## src/rtl/utmi_pacer_pkg.sv

```systemverilog
package utmi_pacer_pkg;

  // Which path owns the shared byte timer and bus this cycle
  typedef enum logic [1:0] {
    PS_IDLE = 2'd0,
    PS_TX   = 2'd1,
    PS_RX   = 2'd2
  } path_state_e;

endpackage

```

## src/rtl/utmi_byte_timer.sv

```systemverilog
// Byte-time counter shared by both directions. Ticks on the last clock of a
// byte time; can be held on that clock while the consumer stalls.
module utmi_byte_timer #(
  parameter int FS_BYTE_CLKS = 40,
  localparam int CNT_W = (FS_BYTE_CLKS > 1) ? $clog2(FS_BYTE_CLKS) : 1
) (
  input  logic clk,
  input  logic rst_n,
  input  logic run,
  input  logic hs_mode,
  input  logic hold,
  output logic tick
);

  localparam logic [CNT_W-1:0] FS_LAST = CNT_W'(FS_BYTE_CLKS - 1);

  logic [CNT_W-1:0] cnt_q;
  logic [CNT_W-1:0] last_cnt;

  assign last_cnt = hs_mode ? '0 : FS_LAST;
  // >= keeps a mid-byte speed change from skipping the tick
  assign tick     = run && (cnt_q >= last_cnt);

  always_ff @(posedge clk) begin
    if (!rst_n) begin
      cnt_q <= '0;
    end else if (!run) begin
      cnt_q <= '0;
    end else if (tick) begin
      cnt_q <= hold ? cnt_q : '0;
    end else begin
      cnt_q <= cnt_q + 1'b1;
    end
  end

endmodule

```

## src/rtl/utmi_tx_pacer.sv

```systemverilog
// Transmit side: takes the bus byte on a byte-time tick when the serial
// side is ready, and asks the timer to hold while it is not.
module utmi_tx_pacer #(
  parameter int DATA_W = 8
) (
  input  logic              active,
  input  logic              tick,
  input  logic              tx_valid,
  input  logic              ser_tx_ready,
  input  logic [DATA_W-1:0] bus_in,
  output logic              tx_ready,
  output logic              ser_tx_valid,
  output logic [DATA_W-1:0] ser_tx_data,
  output logic              stall
);

  logic take;

  assign take         = active && tick && tx_valid && ser_tx_ready;
  assign tx_ready     = take;
  assign ser_tx_valid = take;
  assign ser_tx_data  = bus_in;
  assign stall        = active && !(tx_valid && ser_tx_ready);

endmodule

```

## src/rtl/utmi_rx_pacer.sv

```systemverilog
// Receive side: one pending byte from the serial side, moved to the bus
// register on a byte-time tick; the strobe follows the move by one clock.
module utmi_rx_pacer #(
  parameter int DATA_W = 8
) (
  input  logic              clk,
  input  logic              rst_n,
  input  logic              active,
  input  logic              tick,
  input  logic              ser_rx_valid,
  input  logic [DATA_W-1:0] ser_rx_data,
  output logic              ser_rx_ready,
  output logic              rx_valid,
  output logic [DATA_W-1:0] rx_byte,
  output logic              pending
);

  logic [DATA_W-1:0] hold_q;
  logic [DATA_W-1:0] out_q;
  logic              full_q;
  logic              vld_q;
  logic              launch;
  logic              accept;

  assign launch       = active && tick && full_q;
  assign ser_rx_ready = active && (!full_q || launch);
  assign accept       = ser_rx_valid && ser_rx_ready;

  always_ff @(posedge clk) begin
    if (!rst_n) begin
      full_q <= 1'b0;
      vld_q  <= 1'b0;
      hold_q <= '0;
      out_q  <= '0;
    end else begin
      vld_q <= launch;
      if (launch) begin
        out_q <= hold_q;
      end
      if (accept) begin
        hold_q <= ser_rx_data;
        full_q <= 1'b1;
      end else if (launch) begin
        full_q <= 1'b0;
      end
    end
  end

  assign rx_valid = vld_q;
  assign rx_byte  = out_q;
  assign pending  = full_q;

endmodule

```

## src/rtl/utmi_byte_pacer.sv

```systemverilog
module utmi_byte_pacer
  import utmi_pacer_pkg::*;
#(
  parameter int DATA_W       = 8,
  parameter int FS_BYTE_CLKS = 40
) (
  input  logic              clk,
  input  logic              rst_n,
  input  logic              xcvr_hs,
  input  logic              tx_valid,
  output logic              tx_ready,
  input  logic [DATA_W-1:0] data_i,
  output logic [DATA_W-1:0] data_o,
  output logic              data_oe,
  output logic              rx_active,
  output logic              rx_valid,
  output logic              ser_tx_valid,
  input  logic              ser_tx_ready,
  output logic [DATA_W-1:0] ser_tx_data,
  input  logic              ser_rx_active,
  input  logic              ser_rx_valid,
  output logic              ser_rx_ready,
  input  logic [DATA_W-1:0] ser_rx_data
);

  path_state_e state_q, state_d;
  logic        tick;
  logic        tx_stall;
  logic        rx_pending;
  logic        in_tx;
  logic        in_rx;

  assign in_tx = (state_q == PS_TX);
  assign in_rx = (state_q == PS_RX);

  // Receive framing has priority over a new transmit request
  always_comb begin
    state_d = state_q;
    unique case (state_q)
      PS_IDLE: begin
        if (ser_rx_active)  state_d = PS_RX;
        else if (tx_valid)  state_d = PS_TX;
      end
      PS_TX: begin
        if (!tx_valid)      state_d = PS_IDLE;
      end
      PS_RX: begin
        if (!ser_rx_active && !rx_pending) state_d = PS_IDLE;
      end
      default:              state_d = PS_IDLE;
    endcase
  end

  always_ff @(posedge clk) begin
    if (!rst_n) state_q <= PS_IDLE;
    else        state_q <= state_d;
  end

  utmi_byte_timer #(
    .FS_BYTE_CLKS (FS_BYTE_CLKS)
  ) i_timer (
    .clk     (clk),
    .rst_n   (rst_n),
    .run     (in_tx || in_rx),
    .hs_mode (xcvr_hs),
    .hold    (tx_stall),
    .tick    (tick)
  );

  utmi_tx_pacer #(
    .DATA_W (DATA_W)
  ) i_tx (
    .active       (in_tx),
    .tick         (tick),
    .tx_valid     (tx_valid),
    .ser_tx_ready (ser_tx_ready),
    .bus_in       (data_i),
    .tx_ready     (tx_ready),
    .ser_tx_valid (ser_tx_valid),
    .ser_tx_data  (ser_tx_data),
    .stall        (tx_stall)
  );

  utmi_rx_pacer #(
    .DATA_W (DATA_W)
  ) i_rx (
    .clk          (clk),
    .rst_n        (rst_n),
    .active       (in_rx),
    .tick         (tick),
    .ser_rx_valid (ser_rx_valid),
    .ser_rx_data  (ser_rx_data),
    .ser_rx_ready (ser_rx_ready),
    .rx_valid     (rx_valid),
    .rx_byte      (data_o),
    .pending      (rx_pending)
  );

  assign rx_active = in_rx;
  assign data_oe   = in_rx && !tx_valid;

endmodule

```

## config.mk

```make
export PLATFORM = sky130hd
export DESIGN_NAME = utmi_byte_pacer
export DESIGN_NICKNAME = d
export VERILOG_FILES = /design/src/rtl/utmi_pacer_pkg.sv /design/src/rtl/utmi_byte_timer.sv /design/src/rtl/utmi_tx_pacer.sv /design/src/rtl/utmi_rx_pacer.sv /design/src/rtl/utmi_byte_pacer.sv
export SDC_FILE = /design/constraint.sdc
export NUM_CORES = 1
export LEC_CHECK = 0
export ABC_AREA = 1
export CAP_MARGIN = 20
export CORE_MARGIN = 2
export CORE_UTILIZATION = 61
export CTS_CLUSTER_SIZE = 30
export DETAILED_ROUTE_END_ITERATION = 7
export DONT_BUFFER_PORTS = 1
export HOLD_SLACK_MARGIN = 0.12
export PLACE_DENSITY = 0.77
export SYNTH_ARGS = -nofsm -noshare
export SYNTH_HDL_FRONTEND = slang
export SYNTH_SLANG_ARGS = --single-unit
```

## constraint.sdc

```tcl
create_clock -name clk -period 2 [get_ports clk]
set_input_delay 0.1 -clock clk [delete_from_list [all_inputs] [get_ports clk]]
set_output_delay 0.1 -clock clk [all_outputs]
set_load 0.02 [all_outputs]
```

==> flow_summary_export.csv <==
group,metric,value,unit
sta,report.final.slew_viol_count,0,
placement,pre_cts_ws,0.141,ns
detailed_routing,vias,1240,
worst_setup_path,worstSetupPathType,"flop to output port",
run,maxCapViolations,0,
worst_setup_path,worstPathArrival,1.79,ns
synthesis,synth_largest_area_cell,"dfxtp_1",
sta,skew,0.00462,ns
power_and_ir_drop,clkPwrFrac,26.8,%
worst_setup_path,cp_num_buf_inv,3,
synthesis,yosys_register_bits,26,
hold_path,hold_start,"ser_rx_active",
sta,finalWorstSetupSlack,0.112,ns
sta,tightest_slew,0.693,ns
detailed_routing,drc,0,
synthesis,netlist_area,1390,sq um
layout,final_area,1580,sq um
layout,n_antenna_cell,0,
power_and_ir_drop,comb_power_share,28.8,%
floorplanning,initial_core_util,63.4,%
worst_setup_path,max_stage_delay,0.38,ns
synthesis,syn-instance-count,193,
placement,hpwl,1.98,mm
global_routing,antenna_found_initial,0,
sta,setup_viol_count_final,0,
sta,min_period,1.89,ns
layout,area_growth,13.5,%
floorplanning,chipWidth,51.7,microns
power_and_ir_drop,switching_power,0.000437,W
power_and_ir_drop,powerDensity,863,nW/um^2
worst_setup_path,r2r_start,"i_timer.cnt_q[0]",
detailed_routing,via_per_inst,5.37,
layout,layout-drive-gt1-share,13.3,%
global_routing,grt_pass1_wl,4.86,mm
hold_path,hp-class,"primary input to flop",
synthesis,ys_seq_area_share,37.4,%
floorplanning,io_pins,45,
clocking,cts_tree,"done",
placement,gp_congestion,0.791,
synthesis,ys_warn_count,0,
worst_setup_path,worst_path_max_delay_cell,"dfxtp_4",
worst_setup_path,cp-end-kind,"output port",
clocking,path_clk_slew,0.14,ns
synthesis,synth_cell_types,28,
detailed_routing,drt_first_pass_iters,4,
clocking,htree_levels,1,
floorplanning,die_y,51.7,microns
run_status,outcome,"completed",
floorplanning,die-area,2680,sq um
clocking,clock_path_buffers,2,
worst_setup_path,r2r_setup_slack,0.20,ns
clocking,clk_latency,0.32,ns
power_and_ir_drop,power_frac_seq,44.4,%
synthesis,synth_top_area_share,37.4,%
synthesis,syn-num-nets,224,
synthesis,syn_avg_cell_area,7.20,sq um
sta,relSlewSlack,53.2,%
sta,post-route-period-util,94.4,%
worst_setup_path,worstReg2RegEnd,"i_rx.hold_q[2]",
global_routing,grt_max_degree,18,
worst_setup_path,worstPathRequired,1.90,ns
synthesis,ys_top_cells_by_area,"dfxtp_1 (37%), nand2_1 (11%), a21oi_1 (9.4%), ha_1 (7.2%), inv_1 (6.5%)",
worst_setup_path,crit_chain,"inv_2 -> ha_4 -> inv_1 -> nand2_1 -> nand2_1 -> nand2_1 -> nand2_1 -> nand2_2 -> nand2_4 -> nor3b_2 -> buf_6",
sta,clock.fmax,0.530,GHz
clocking,cts-root-buf,"clkbuf_4",
power_and_ir_drop,p_leak,0.700,nW
layout,fillers,167,
power_and_ir_drop,power.internal,0.000925,W
detailed_routing,postRouteAntennaNets,0,
sta,holdWs,0.121,ns
worst_setup_path,cp_top_family,"simple AND/OR/NAND/NOR gates",
worst_setup_path,r2r_cells,14,
layout,layout.nets,235,
global_routing,grt_use_total,23.7,%
hold_path,whs_path_depth,3,
placement,io_buffers,0,
worst_setup_path,crit_top_cell,"nand2_1",
power_and_ir_drop,p_sw_share,32.1,%
placement,dpl_cell_area,1350,sq um
global_routing,grt_overflow,0,
floorplanning,rows,17,
detailed_routing,wire_per_inst,12.7,microns
detailed_routing,drt-total-wl,2.93,mm
global_routing,grt_pass1_vias,1149,
worst_setup_path,start_kind,"flop",
hold_path,min_to,"state_q[0]",
power_and_ir_drop,ir_drop,0.000614,V
worst_setup_path,path_max_fanout,5,
detailed_routing,drt_iter0_markers,27,
sta,fin_setup_tns,0,ns
floorplanning,core-area,2190,sq um
sta,hold_viol_final,0,
clocking,clock_sinks,26,
clocking,cts_inserted_buffers,3,
==> registers in the layout, indices dropped and copies added, names as in the netlist <==
| signal | cells |
|---|---|
| state_q | 2 |
| i_rx.rx_valid | 1 |
| i_rx.hold_q | 8 |
| i_rx.rx_byte | 8 |
| i_timer.cnt_q | 6 |
| i_rx.pending | 1 |
==> synth_stat cells (all sizes together) <==
library cell / count
buf: 13
clkinv: 2
nand3: 16
nand3b: 1
ha: 8
nor2: 14
nand2: 44
nor3b: 1
and2: 1
a21boi: 1
or2: 1
o21ai: 6
o22ai: 1
dfxtp: 26
a21oi: 27
nor3: 2
o311ai: 1
inv: 27
clkbuf: 1
==> per-stage QoR <==
| step | utilization, % | power, W | std cells |
|---|---|---|---|
| 2_1_floorplan | - | 0.000895 | 193 |
| 3_3_place_gp | 61.4 | 0.000908 | 210 |
| 3_5_place_dp | 61.4 | 0.000927 | 210 |
| 4_1_cts | 69.2 | 0.00132 | 226 |
| 5_1_grt | 72.0 | 0.00145 | 231 |
| 6_report | 72.0 | 0.00136 | 231 |
==> per-layer routing <==
layer / wire length [microns] / vias up / share of wire [%] / global-route usage [%]
met5: 0 / - / 0 / 0
met3: 233 / 6 / 8.0 / 4.89
met1: 1270 / 552 / 43 / 29.8
li1: - / 633 / - / -
met2: 1390 / 49 / 48 / 39.7
met4: 26 / 0 / 0.89 / 9.21
==> kinds of logic (layout without fill, tap and decap cells) <==
group / count (synthesis) / in the layout / share of synthesized area [%]
simple gates: 80 / 81 / 25.7
flops: 26 / 26 / 37.4
buf+inv: 43 / 52 / 15.3
fa+ha+maj: 8 / 8 / 7.20
compound gates: 36 / 36 / 14.3
==> how the worst max path moves through the flow <==
stage / end / from / cells after the start
2_1_floorplan: tx_ready / i_timer.cnt_q[0] / 11
3_3_place_gp: i_rx.hold_q[1] / i_timer.cnt_q[0] / 13
3_5_place_dp: i_rx.hold_q[2] / i_timer.cnt_q[0] / 13
4_1_cts: tx_ready / i_timer.cnt_q[0] / 11
5_1_grt: ser_tx_valid / i_timer.cnt_q[0] / 11
6_report: tx_ready / i_timer.cnt_q[0] / 11
==> area by class of cell <==
type / instances / area [sq um] / share of cell area (%)
multi-input cells: 125 / 681 / 43.1
flip-flops and latches: 26 / 526 / 33.3
repair buffers: 19 / 174 / 11.0
inverters: 29 / 110 / 6.98
well taps: 28 / 35.0 / 2.22
clock inverters: 1 / 30.0 / 1.90
clock buffers: 3 / 22.5 / 1.43
==> placed cells by master (no fill, tap or decap), types with 2 or more instances in the layout <==
| cell type | n |
|---|---|
| nand3_1 | 15 |
| nor3_1 | 2 |
| inv_1 | 23 |
| ha_1 | 7 |
| nor2_1 | 14 |
| o21ai_0 | 6 |
| dlygate4sd3_1 | 11 |
| clkbuf_4 | 3 |
| nand2_1 | 42 |
| buf_4 | 7 |
| nand2_2 | 2 |
| a21oi_1 | 26 |
| inv_2 | 4 |
| dfxtp_1 | 24 |
==> power groups by stage <==
stage	Combinational, W	Sequential [W]	Clock [W]
floorplan	0.000291	0.000604	0
global placement	0.000297	0.000611	0
detailed placement	0.000313	0.000614	0
CTS	0.000347	0.000602	0.000367
global route	0.000452	0.000610	0.000386
finish	0.000392	0.000605	0.000365
==> worst register-to-register path, delay by kind of cell (launching register included) <==
family | cells | cell delay (ns)
AO/OA/AOI/OAI | 1 | 0.18
adder cells (fa/ha/maj) | 1 | 0.25
buffers and inverters | 3 | 0.30
flip-flops | 1 | 0.38
AND/OR/NAND/NOR | 9 | 0.62
==> repair_timing <==
item / 4_1_cts / 5_1_grt
hold buffers: 11 / 0
cloned: 0 / 1
setup buffers: 1 / 4
endpoints found under the setup margin: 1 / 20
resized for setup: 0 / 7
pin swaps: 1 / 2
endpoints found under the hold margin: 23 / 0
No activity file was read; power rests on OpenSTA's default activity.
